--- config.mk ---
export PLATFORM = sky130hd
export DESIGN_NAME = bcd_addsub_alu
export DESIGN_NICKNAME = d
export VERILOG_FILES = /design/src/rtl/alu_pkg.sv /design/src/rtl/bcd_digit_slice.sv /design/src/rtl/alu_flag_unit.sv /design/src/rtl/bcd_addsub_alu.sv
export SDC_FILE = /design/constraint.sdc
export NUM_CORES = 1
export LEC_CHECK = 0
export BUFFER_PORTS_ARGS = -buffer_cell sky130_fd_sc_hd__buf_2
export CAP_MARGIN = 20
export CORE_UTILIZATION = 52
export DETAILED_ROUTE_END_ITERATION = 16
export PLACE_DENSITY = 0.79
export REMOVE_ABC_BUFFERS = 1
export SLEW_MARGIN = 20
export SYNTH_ARGS = -nofsm -noshare
export SYNTH_HDL_FRONTEND = slang
export SYNTH_SLANG_ARGS = --single-unit
--- constraint.sdc ---
create_clock -name clk -period 8.79 [get_ports clk]
set_input_delay 2.637 -clock clk [delete_from_list [all_inputs] [get_ports clk]]
set_output_delay 2.637 -clock clk [all_outputs]
set_load 0.02 [all_outputs]
--- src/rtl/alu_pkg.sv ---
package alu_pkg;

  localparam int unsigned BCD_DIGIT_W = 4;

  typedef enum logic {
    OP_ADD = 1'b0,
    OP_SUB = 1'b1
  } alu_op_e;

endpackage

--- src/rtl/bcd_digit_slice.sv ---
module bcd_digit_slice
  import alu_pkg::*;
#(
  parameter int unsigned DW = BCD_DIGIT_W
) (
  input  logic [DW-1:0] a_i,
  input  logic [DW-1:0] b_i,
  input  logic          c_i,
  input  logic          sub_i,
  input  logic          dec_i,
  output logic [DW-1:0] d_o,
  output logic          c_o
);

  // largest legal decimal digit and the two correction constants
  localparam logic [DW:0]   DEC_LIMIT = (DW+1)'(9);
  localparam logic [DW-1:0] ADD_FIX   = DW'(6);
  localparam logic [DW-1:0] SUB_FIX   = DW'(10);

  logic [DW-1:0] b_eff;
  logic [DW:0]   raw;
  logic          add_fix;

  always_comb begin
    b_eff   = sub_i ? ~b_i : b_i;
    raw     = {1'b0, a_i} + {1'b0, b_eff} + {{DW{1'b0}}, c_i};
    add_fix = (raw > DEC_LIMIT);
    d_o     = raw[DW-1:0];
    c_o     = raw[DW];
    if (dec_i) begin
      if (sub_i) begin
        // no carry out of the slice means this digit borrowed
        if (!raw[DW]) begin
          d_o = raw[DW-1:0] + SUB_FIX;
        end
      end else begin
        c_o = add_fix;
        if (add_fix) begin
          d_o = raw[DW-1:0] + ADD_FIX;
        end
      end
    end
  end

endmodule

--- src/rtl/alu_flag_unit.sv ---
module alu_flag_unit #(
  parameter int unsigned DW = 8
) (
  input  logic [DW-1:0] a_i,
  input  logic [DW-1:0] b_i,
  input  logic [DW-1:0] res_i,
  input  logic          sub_i,
  output logic          ovf_o,
  output logic          zero_o,
  output logic          neg_o
);

  localparam int unsigned MSB = DW - 1;

  logic b_sign;

  always_comb begin
    b_sign = sub_i ? ~b_i[MSB] : b_i[MSB];
    // same-signed operands producing an opposite-signed result
    ovf_o  = (a_i[MSB] == b_sign) && (res_i[MSB] != a_i[MSB]);
    zero_o = (res_i == '0);
    neg_o  = res_i[MSB];
  end

endmodule

--- src/rtl/bcd_addsub_alu.sv ---
module bcd_addsub_alu
  import alu_pkg::*;
#(
  parameter int unsigned DATA_W = 8
) (
  input  logic              clk,
  input  logic              rst,
  input  logic              op_sub_i,
  input  logic              dec_mode_i,
  input  logic              carry_i,
  input  logic [DATA_W-1:0] opa_i,
  input  logic [DATA_W-1:0] opb_i,
  output logic [DATA_W-1:0] sum_o,
  output logic              carry_o,
  output logic              ovf_o,
  output logic              zero_o,
  output logic              neg_o
);

  localparam int unsigned DIGITS = DATA_W / BCD_DIGIT_W;

  alu_op_e           op;
  logic              is_sub;
  logic [DIGITS:0]   chain;
  logic [DATA_W-1:0] res_c;
  logic              ovf_c;
  logic              zero_c;
  logic              neg_c;

  assign op       = alu_op_e'(op_sub_i);
  assign is_sub   = (op == OP_SUB);
  assign chain[0] = carry_i;

  for (genvar g = 0; g < DIGITS; g++) begin : g_digit
    bcd_digit_slice #(
      .DW (BCD_DIGIT_W)
    ) slice_i (
      .a_i   (opa_i[g*BCD_DIGIT_W +: BCD_DIGIT_W]),
      .b_i   (opb_i[g*BCD_DIGIT_W +: BCD_DIGIT_W]),
      .c_i   (chain[g]),
      .sub_i (is_sub),
      .dec_i (dec_mode_i),
      .d_o   (res_c[g*BCD_DIGIT_W +: BCD_DIGIT_W]),
      .c_o   (chain[g+1])
    );
  end

  alu_flag_unit #(
    .DW (DATA_W)
  ) flags_i (
    .a_i    (opa_i),
    .b_i    (opb_i),
    .res_i  (res_c),
    .sub_i  (is_sub),
    .ovf_o  (ovf_c),
    .zero_o (zero_c),
    .neg_o  (neg_c)
  );

  always_ff @(posedge clk) begin
    if (rst) begin
      sum_o   <= '0;
      carry_o <= 1'b0;
      ovf_o   <= 1'b0;
      zero_o  <= 1'b0;
      neg_o   <= 1'b0;
    end else begin
      sum_o   <= res_c;
      carry_o <= chain[DIGITS];
      ovf_o   <= ovf_c;
      zero_o  <= zero_c;
      neg_o   <= neg_c;
    end
  end

endmodule

==> impl_metrics.tcl <==
set metrics [dict create \
    worstPathMaxFanout 21 \
    slew_headroom_pct 68.9 \
    cts.sink_count 11 \
    met1_wire_length_um 1070 \
    worst-endpoint-required_ns 8.96 \
    power_leakage_nw 0.687 \
    cts.reportedPaths.clkPinSlew_ns 0.06 \
    ios 33 \
    finalHoldViolCount 0 \
    synthArstFlopShare_pct 0 \
    final_min_period_over_clock_period_pct 84.9 \
    synthToLayoutAreaGrowth_pct 14.9 \
    crit_start "op_sub_i" \
    ctsLongestPathBuffers 2 \
    route.antenna.remaining_nets 0 \
    dpl.hpwl_um 1960 \
    n_antenna_cell 0 \
    final_setup_slack_of_the_worst_path_ns 1.33 \
    yosys_warnings 0 \
    status "complete, no violations" \
    global_route_wire_length_before_repair_um 3750 \
    post_route_minimum_period_ns 7.46 \
    core-area_mm2 0.00219 \
    total_setup_violations_reported_at_the_end_of_the_flow 0 \
    cts_tree "done" \
    final_max_slew_violation_count 0 \
    dp_slack_ns 1.09 \
    die_width_um 50.1 \
    cts_made_buffers 3 \
    die_area_mm2 0.00251 \
    mappedNetlistArea_mm2 0.00120 \
    number_of_enable_type_register_cells_in_the_synthesized_netlist 0 \
    setup_repair_after_global_routing_missed_its_margin "no" \
    hold_critical_path_depth 2 \
    yosys.cell_types.count 39 \
    endpoint_kind "register" \
    synth_sequential_area_ratio_pct 18.3 \
    cts.htree.levels 1 \
    synthesis.instances 145 \
    multiInputGateArea_um2 892 \
    setup.worst_path.start_class "input pin" \
    initial_utilization_pct 54.9 \
    layout_commonest_cell "buf_2" \
    cts_root_buffer "clkbuf_4" \
    gp_routability_congestion 0.830 \
    timing.hold.worst.class "input pin to register" \
    power_per_unit_of_standard_cell_area_mw_per_mm2 198 \
    cts_hold_repair.buffers 0 \
    maximum_number_of_pins_on_one_net_before_global_route_repair 22 \
    post-cts-setup-buffer-count 0 \
    final_cell_mix "buf_2 (32), nor2_1 (18), nand2_1 (14)" \
    drcViolationCount 0 \
    ys_seq_elements 11 \
    fin_nets 214 \
    totalNegativeSetupSlack_ns 0 \
    vias_in_the_first_global_route 937 \
    vias_per_cell 5.33 \
    timing.max_cap.violations 0 \
    timing.setup.critical_path_class "input pin to register" \
    port_buffers 32 \
    routed_wirelength_um 2360 \
    fmax_mhz 134 \
    via_count 1087 \
    worst-endpoint-arrival_ns 7.63 \
    drt_first_pass_iters 4 \
    cts.repair.resized 0 \
    first_iter_violations 14 \
    hold_start "rst" \
    n_fill_cell 199 \
    avgRoutedWirePerCell_um 11.6 \
    met2_length_um 1120 \
    vdd_ir_drop_max_mv 0.104 \
    wl_met3_um 98 \
    synthesis.area_per_instance_um2 8.30 \
    drive_gt1_share_pct 26.1 \
    total_routing_usage_reported_by_global_routing_pct 19.8 \
    worst_pin_slew_ns 0.467 \
    seqCellArea_um2 220 \
    globalRouteOverflowTotal 0 \
    post_route_utilization_pct 63.1 \
    std_cell_rows 17 \
    top_layer "met4" \
    number_of_antenna_violations_at_the_first_check_in_global_routing 0 \
    synth_flop_cell "dfxtp_1" \
    die-height_um 50.1 \
]
## metal layers
metal | track usage, % | vias up
li1 | - | 554
met1 | 23.1 | 496
met2 | 32.7 | 29
met3 | 1.85 | 8
met4 | 15.2 | 0
met5 | 0 | -
## cells in the mapped netlist, types with 4 or more instances
cell type / n / area [um2]
a21oi_1: 7 / 35.0
dfxtp_1: 11 / 220
fa_1: 4 / 80.1
ha_1: 12 / 150
inv_1: 13 / 48.8
nand2_1: 14 / 52.6
nor2_1: 18 / 67.6
nor2b_1: 5 / 31.3
o21ai_0: 4 / 20.0
xnor2_1: 4 / 35.0
xor2_1: 11 / 96.3
## power by group
part / switching [mW] / total (mW) / internal [mW]
sequential: 0.00218 / 0.0624 / 0.0602
combinational: 0.104 / 0.179 / 0.0742
clock: 0.0149 / 0.0325 / 0.0175
## cell families after synthesis
family / Yosys count / share of synthesized area [%]
adder cells (fa/ha/maj): 16 / 19.1
XOR/XNOR: 16 / 12.3
flip-flops: 11 / 18.3
AO/OA/AOI/OAI: 29 / 18.6
AND/OR/NAND/NOR: 51 / 20.6
multiplexers: 4 / 3.53
buffers and inverters: 18 / 7.59
## worst max-delay path, stage by stage
cell      delay [ns]
buf_2           0.38
xnor2_1         0.14
fa_1            0.42
fa_1            0.44
xor2_1          0.21
ha_1            0.23
o21ai_0         0.07
o31a_1          0.18
nand2_1         0.11
o21bai_1        0.18
fa_1            0.20
inv_1           0.05
fa_1            0.42
xor2_1          0.32
ha_1            0.21
nand2_1         0.05
a32oi_1         0.29
a21oi_1         0.11
o21ba_2         0.25
or4_4           0.48
nor4b_2         0.24
## final timing paths
check                            endpoint  slack [ns]
worst max-delay path    zero_o$_SDFF_PP0_        1.33
worst min-delay path  sum_o[0]$_SDFF_PP0_        2.67
## state kept, by name (all words and copies together), names as in the netlist
signal and flops:
sum_o 8, ovf_o 1, carry_o 1, zero_o 1
## stage by stage
stage | total power [mW] | instances | instance area, um2 | hold slack, ns
2_1_floorplan | 0.199 | 140 | 1160 | 2.70
6_report | 0.273 | 204 | 1380 | 2.67
3_3_place_gp | 0.236 | 200 | 1360 | 2.93
4_1_cts | 0.275 | 204 | 1380 | 2.66
5_1_grt | 0.296 | 204 | 1380 | 2.67
3_5_place_dp | 0.242 | 200 | 1360 | 2.93
## final cells by class
type / instances / area share, %
multi-input combinational: 116 / 64.5
sequential: 11 / 15.9
timing repair buffer: 32 / 11.6
inverter: 13 / 3.53
tap: 28 / 2.53
clock buffer: 4 / 1.90
(Power assumes the default switching activity.)
